[config.mk]
export PLATFORM = sky130hd
export DESIGN_NAME = sync_rx_flow
export DESIGN_NICKNAME = d
export VERILOG_FILES = /design/src/rtl/sync_rx_pkg.sv /design/src/rtl/sync_rx_cfg.sv /design/src/rtl/sync_rx_ctrl.sv /design/src/rtl/sync_rx_data.sv /design/src/rtl/sync_rx_flow.sv
export SDC_FILE = /design/constraint.sdc
export NUM_CORES = 1
export LEC_CHECK = 0
export CAP_MARGIN = 20
export CORE_MARGIN = 2
export CORE_UTILIZATION = 50
export CTS_CLUSTER_DIAMETER = 80
export DETAILED_ROUTE_END_ITERATION = 12
export PLACE_DENSITY = 0.77
export SKIP_CTS_REPAIR_TIMING = 1
export SYNTH_ARGS = -nofsm -noshare
export SYNTH_HDL_FRONTEND = slang
export SYNTH_HIERARCHICAL = 1
export SYNTH_SLANG_ARGS = --single-unit
[constraint.sdc]
create_clock -name clk -period 5.15 [get_ports clk]
set_input_delay 0.515 -clock clk [delete_from_list [all_inputs] [get_ports clk]]
set_output_delay 0.515 -clock clk [all_outputs]
set_load 0.03 [all_outputs]
[src/rtl/sync_rx_pkg.sv]
package sync_rx_pkg;
  // strobes from the control block to the datapath
  typedef struct packed {
    logic sample;    // shift sdIn into the assembly register this cycle
    logic wordDone;  // this sample is the last bit of a word
  } rxStrobes_t;
endpackage

[src/rtl/sync_rx_cfg.sv]
module sync_rx_cfg #(
  parameter int LW = 2
) (
  input  logic          clk,
  input  logic          rstN,
  input  logic          cfgWe,
  input  logic          cfgAdv,
  input  logic          cfgMaster,
  input  logic          cfgHiMask,
  input  logic [LW-1:0] cfgLevel,
  output logic          isMaster,
  output logic          hiMask,
  output logic [LW-1:0] level
);
  always_ff @(posedge clk or negedge rstN) begin
    if (!rstN) begin
      isMaster <= 1'b0;
      hiMask   <= 1'b0;
      level    <= '0;
    end else if (cfgWe) begin
      isMaster <= cfgMaster;
      if (cfgAdv) begin
        hiMask <= cfgHiMask;
        level  <= cfgLevel;
      end
    end
  end
endmodule

[src/rtl/sync_rx_ctrl.sv]
module sync_rx_ctrl
  import sync_rx_pkg::*;
#(
  parameter int WORD = 8,
  parameter int HALF = 4
) (
  input  logic       clk,
  input  logic       rstN,
  input  logic       isMaster,
  input  logic       hiMask,
  input  logic       full,
  input  logic       sclkIn,
  input  logic       rdyNIn,
  output logic       sclkOut,
  output logic       rdyNOut,
  output rxStrobes_t strobes
);
  localparam int BW = $clog2(WORD);
  localparam int HW = $clog2(HALF);

  logic [BW-1:0] bitCnt;
  logic [HW-1:0] phaseCnt;
  logic          sclkPrev;
  logic          halfDone;
  logic          canRise;
  logic          sampleM;
  logic          sampleS;

  assign halfDone = (phaseCnt == HW'(HALF - 1));
  // back-pressure overrides the remote ready; ready only gates a word start
  assign canRise  = !(hiMask && full) && ((bitCnt != '0) || !rdyNIn);
  assign sampleM  = isMaster && halfDone && !sclkOut && canRise;
  assign sampleS  = !isMaster && sclkIn && !sclkPrev;

  assign strobes.sample   = sampleM || sampleS;
  assign strobes.wordDone = strobes.sample && (bitCnt == BW'(WORD - 1));
  assign rdyNOut          = !isMaster && hiMask && full;

  always_ff @(posedge clk or negedge rstN) begin
    if (!rstN) begin
      sclkPrev <= 1'b0;
      bitCnt   <= '0;
    end else begin
      sclkPrev <= sclkIn;
      if (strobes.sample)
        bitCnt <= strobes.wordDone ? '0 : bitCnt + 1'b1;
    end
  end

  always_ff @(posedge clk or negedge rstN) begin
    if (!rstN) begin
      sclkOut  <= 1'b0;
      phaseCnt <= '0;
    end else if (!isMaster) begin
      sclkOut  <= 1'b0;
      phaseCnt <= '0;
    end else if (!halfDone) begin
      phaseCnt <= phaseCnt + 1'b1;
    end else if (sclkOut) begin
      sclkOut  <= 1'b0;
      phaseCnt <= '0;
    end else if (canRise) begin
      sclkOut  <= 1'b1;
      phaseCnt <= '0;
    end
  end
endmodule

[src/rtl/sync_rx_data.sv]
module sync_rx_data
  import sync_rx_pkg::*;
#(
  parameter int DEPTH = 4,
  parameter int WORD  = 8,
  parameter int LW    = 2,
  parameter int CW    = 3
) (
  input  logic            clk,
  input  logic            rstN,
  input  rxStrobes_t      strobes,
  input  logic            sdIn,
  input  logic            rdEn,
  input  logic            clrWe,
  input  logic [1:0]      clrBits,
  input  logic [LW-1:0]   level,
  output logic [WORD-1:0] rdData,
  output logic [CW-1:0]   fillCount,
  output logic            full,
  output logic            intFlag,
  output logic            overrun
);
  localparam int PW = (DEPTH > 1) ? $clog2(DEPTH) : 1;

  logic [WORD-1:0] mem [DEPTH];
  logic [WORD-1:0] shiftReg;
  logic [WORD-1:0] newWord;
  logic [PW-1:0]   rdPtr;
  logic [PW-1:0]   wrPtr;
  logic [CW-1:0]   nextCount;
  logic [CW-1:0]   thr;
  logic            pop;
  logic            push;
  logic            drop;

  function automatic logic [PW-1:0] bump(input logic [PW-1:0] p);
    return (p == PW'(DEPTH - 1)) ? '0 : p + 1'b1;
  endfunction

  assign full      = (fillCount == CW'(DEPTH));
  assign pop       = rdEn && (fillCount != '0);
  assign newWord   = {shiftReg[WORD-2:0], sdIn};
  assign push      = strobes.wordDone && (!full || pop);
  assign drop      = strobes.wordDone && full && !pop;
  assign nextCount = fillCount + CW'(push) - CW'(pop);
  assign thr       = CW'(level) + CW'(1);
  assign rdData    = mem[rdPtr];

  always_ff @(posedge clk) begin
    if (push) mem[wrPtr] <= newWord;
  end

  always_ff @(posedge clk or negedge rstN) begin
    if (!rstN) begin
      shiftReg  <= '0;
      rdPtr     <= '0;
      wrPtr     <= '0;
      fillCount <= '0;
      intFlag   <= 1'b0;
      overrun   <= 1'b0;
    end else begin
      if (strobes.sample) shiftReg <= newWord;
      if (push) wrPtr <= bump(wrPtr);
      if (pop)  rdPtr <= bump(rdPtr);
      fillCount <= nextCount;
      if (push && (nextCount == thr))    intFlag <= 1'b1;
      else if (clrWe && clrBits[0])      intFlag <= 1'b0;
      if (drop)                          overrun <= 1'b1;
      else if (clrWe && clrBits[1])      overrun <= 1'b0;
    end
  end
endmodule

[src/rtl/sync_rx_flow.sv]
module sync_rx_flow
  import sync_rx_pkg::*;
#(
  parameter int DEPTH = 4,
  parameter int WORD  = 8,
  parameter int HALF  = 4,
  localparam int LW   = (DEPTH > 1) ? $clog2(DEPTH) : 1,
  localparam int CW   = $clog2(DEPTH + 1)
) (
  input  logic            clk,
  input  logic            rstN,
  input  logic            cfgWe,
  input  logic            cfgAdv,
  input  logic            cfgMaster,
  input  logic            cfgHiMask,
  input  logic [LW-1:0]   cfgLevel,
  input  logic            clrWe,
  input  logic [1:0]      clrBits,
  input  logic            sclkIn,
  input  logic            sdIn,
  input  logic            rdyNIn,
  output logic            sclkOut,
  output logic            rdyNOut,
  input  logic            rdEn,
  output logic [WORD-1:0] rdData,
  output logic [CW-1:0]   fillCount,
  output logic            intFlag,
  output logic            overrun
);
  logic          isMaster;
  logic          hiMask;
  logic [LW-1:0] level;
  logic          full;
  logic          wordDone;
  rxStrobes_t    strobes;

  assign wordDone = strobes.wordDone;

  sync_rx_cfg #(.LW(LW)) u_cfg (
    .clk(clk), .rstN(rstN), .cfgWe(cfgWe), .cfgAdv(cfgAdv),
    .cfgMaster(cfgMaster), .cfgHiMask(cfgHiMask), .cfgLevel(cfgLevel),
    .isMaster(isMaster), .hiMask(hiMask), .level(level)
  );

  sync_rx_ctrl #(.WORD(WORD), .HALF(HALF)) u_ctrl (
    .clk(clk), .rstN(rstN), .isMaster(isMaster), .hiMask(hiMask),
    .full(full), .sclkIn(sclkIn), .rdyNIn(rdyNIn),
    .sclkOut(sclkOut), .rdyNOut(rdyNOut), .strobes(strobes)
  );

  sync_rx_data #(.DEPTH(DEPTH), .WORD(WORD), .LW(LW), .CW(CW)) u_data (
    .clk(clk), .rstN(rstN), .strobes(strobes), .sdIn(sdIn), .rdEn(rdEn),
    .clrWe(clrWe), .clrBits(clrBits), .level(level), .rdData(rdData),
    .fillCount(fillCount), .full(full), .intFlag(intFlag), .overrun(overrun)
  );
endmodule

==> impl_metrics.csv <==
group,metric,value,unit
place,dpl_cell_area,0.00293,mm2
sta,tightest_slew,0.671,ns
die,num_rows,26,
logic_synthesis,yosysSeqAreaShare,63.8,%
clock_tree,cts_tree,"built",
setup_path,crit_type,"in2reg",
logic_synthesis,ys_types,35,
place,place_congestion,0.751,
logic_synthesis,synth_top_family_by_area,"multiplexers",
setup_path,critPathMostFrequentCell,"xnor2_1",
clock_tree,cts_max_level,3,
sta,period_share,64.0,%
setup_path,cp-end-kind,"register",
place,hpwl,3.03,mm
outcome,outcome,"completed",
sta,rsz0062_at_grt,"false",
die,die_width,75.6,um
final_layout,nets,214,
place,port_buffers,29,
logic_synthesis,syn-instance-count,150,
die,die_y,75.6,um
logic_synthesis,synth_edf_count,32,
clock_tree,clockBufferDepth,2,
clock_tree,cts_root_buf,"clkbuf_8",
grt,grt_usage,17.9,%
clock_tree,clkSlewWorstSetupHoldPaths,0.06,ns
detailed_routing,wl_per_cell,16.6,um
grt,grt_max_degree,28,
final_layout,fin_area,0.00314,mm2
final_layout,filler_cell_count,368,
sta,setup_violations,0,
pwr,cellPowerDensity,549,mW/mm2
grt,antenna_found_initial,0,
pwr,power.leakage,1.23,nW
setup_path,required,5.35,ns
detailed_routing,vias,1358,
pwr,finalPower,1.72,mW
logic_synthesis,synth_compound_gate_area_share,3.42,%
place,pre_cts_ws,1.53,ns
die,num_io_pins,30,
logic_synthesis,synth_area_per_cell,17.1,um2
logic_synthesis,synth_fa_ha_area_share,6.15,%
grt,gr-total-overflow,0,
logic_synthesis,async_flop_share,45.8,%
final_layout,num_antenna_cells,0,
setup_path,critPathLaunchType,"input port",
sta,setup_ws,1.85,ns
detailed_routing,first_iter_violations,102,
logic_synthesis,synth_simple_gate_area_share,6.93,%
logic_synthesis,syn-num-nets,177,
sta,relSlewSlack,54.9,%
logic_synthesis,synth_area,0.00256,mm2
final_layout,area_delta_synth_final,22.4,%
setup_path,critPathArrivalTime,3.50,ns
pwr,peakVddDrop,0.000259,V
hold_path,hold_class,"reg2reg",
detailed_routing,drc,0,
sta,tns,0,ns
logic_synthesis,muxShareOfSynthArea,15.8,%
logic_synthesis,synth-seq-cells,59,
logic_synthesis,synthXorXnorAreaFrac,2.05,%
sta,holdWs,0.509,ns
setup_path,path_cells,"clkdlybuf4s50_1, nor3b_2, a31oi_4, and2b_2, nor2b_1, a21o_2, ha_1, inv_1, fa_1, xnor2_1, xnor2_1, a32o_1",
final_layout,drive_above_1_share,24.5,%
logic_synthesis,synth-main-ff-cell,"edfxtp_1",
clock_tree,cts_sinks,59,
sta,hold_viol,0,
detailed_routing,dr.pass1.iters,4,
setup_path,max_stage_delay,0.47,ns
sta,clock.fmax,303,MHz
setup_path,crit_fanout,8,
detailed_routing,finalWirelength,4.34,mm
detailed_routing,routed_via_density,5.18,
die,floorplan.initialDensity,50.8,%
clock_tree,cts_buffers,9,
clock_tree,clk_latency,0.32,ns
die,design.core.area,0.00504,mm2
sta,finalCriticalPeriod,3.30,ns
logic_synthesis,ys_warn_count,6,
grt,first_global_vias,1494,
sta,slew_viol_final,0,
die,die_area,0.00572,mm2
grt,grt_pass1_wl,7.22,mm
setup_path,cp_slowest_cell,"clkdlybuf4s50_1",
run,max_cap_viol_count,0,
detailed_routing,drtAntennaViolNets,0,
sta,finalClockSkew,0.00678,ns
-- stage by stage --
stage | instances | util, %
floorplan | 150 | -
global placement | 246 | 58.1
detailed placement | 246 | 58.1
finish | 262 | 62.3
CTS | 262 | 62.3
global route | 262 | 62.3
-- cell type report --
type	count	area [um2]	share of cell area, %
inverter	8	30.0	0.957
clock inverter	6	80.1	2.55
clock buffer	10	128	4.07
sequential	59	1640	52.1
timing repair buffer	30	298	9.49
tap	70	87.6	2.79
multi-input combinational	79	880	28.0
-- report_power, final --
| group | leakage [nW] | switching [mW] | internal (mW) |
|---|---|---|---|
| Clock | 0.101 | 0.168 | 0.268 |
| Sequential | 0.621 | 0.130 | 0.610 |
| Combinational | 0.509 | 0.250 | 0.298 |
-- per-layer routing --
layer,routed length (um),vias up,global-route usage [%]
met4,14,0,7.99
met5,0,-,0
met3,144,2,3.97
li1,-,630,-
met1,1720,691,20.8
met2,2460,35,31.7
-- placed cells by master, fill, tap and decap left out, types with 2 or more instances in the layout --
master           instances
a21o_2                   2
and2_1                   4
bufinv_16                2
clkbuf_8                 9
clkdlybuf4s50_1         29
clkinv_1                 2
dfrtp_1                 27
edfxtp_1                32
ha_1                    11
inv_1                    8
mux2_2                  11
mux2_4                   6
mux4_2                   8
nand2_1                  4
nor2_1                   5
nor2b_1                  2
nor3b_1                  2
xnor2_1                  6
-- worst max-delay path: cells and delay by family --
family	cells	cell delay [ns]
simple gates	3	0.94
compound gates	3	0.58
buf+inv	2	0.53
fa+ha+maj	2	0.51
xor+xnor	2	0.42
-- cells by family (layout without fill, tap and decap cells) --
kind of cell / Yosys count / in the layout
AOI/OAI and AO/OA: 9 / 9
xor gates and xnor gates: 6 / 6
and+or+nand+nor: 26 / 26
buffers and inverters: 12 / 54
adders and majority gates: 12 / 12
muxes: 26 / 26
DFF: 59 / 59
-- path summary, 6_finish.rpt --
kind / slack, ns / from / endpoint / cells past startpoint
setup / recovery: 1.85 / sclkIn / u_data/intFlag$_DFFE_PN0P_ / 12
setup reg to reg: 1.87 / u_data/fillCount[2]$_DFF_PN0_ / u_data/intFlag$_DFFE_PN0P_ / 12
hold reg to reg: 0.51 / u_data/intFlag$_DFFE_PN0P_ / u_data/intFlag$_DFFE_PN0P_ / 1
min in group asynchronous: 0.57 / rstN / u_data/rdPtr[0]$_DFFE_PN0N_ / 2
hold / removal: 0.51 / u_data/intFlag$_DFFE_PN0P_ / u_data/intFlag$_DFFE_PN0P_ / 1
max in group asynchronous: 4.31 / rstN / u_data/shiftReg[3]$_DFFE_PN0P_ / 2
-- sequential cells by signal (all words and copies together) (netlist names) --
register / cells
u_cfg/level: 2
u_data/shiftReg: 7
u_ctrl/phaseCnt: 2
u_data/wrPtr: 2
u_cfg/isMaster: 1
u_data/mem: 32
u_cfg/hiMask: 1
u_data/intFlag: 1
u_data/overrun: 1
u_data/rdPtr: 2
u_ctrl/bitCnt: 3
u_data/fillCount: 3
u_ctrl/sclkPrev: 1
u_ctrl/sclkOut: 1
-- synth_stat cells (2+ instances only) --
master / n / area [um2]
and2_1: 4 / 25.0
mux2_2: 11 / 124
mux2_4: 6 / 90.1
edfxtp_1: 32 / 961
ha_1: 11 / 138
inv_1: 8 / 30.0
dfrtp_1: 27 / 676
mux4_2: 8 / 180
nor3b_1: 2 / 15.0
nor2b_1: 2 / 12.5
a21o_2: 2 / 17.5
nand2_1: 4 / 15.0
xnor2_1: 6 / 52.6
buf_2: 2 / 10.0
nor2_1: 5 / 18.8
No activity file was read; power rests on OpenSTA's default activity.
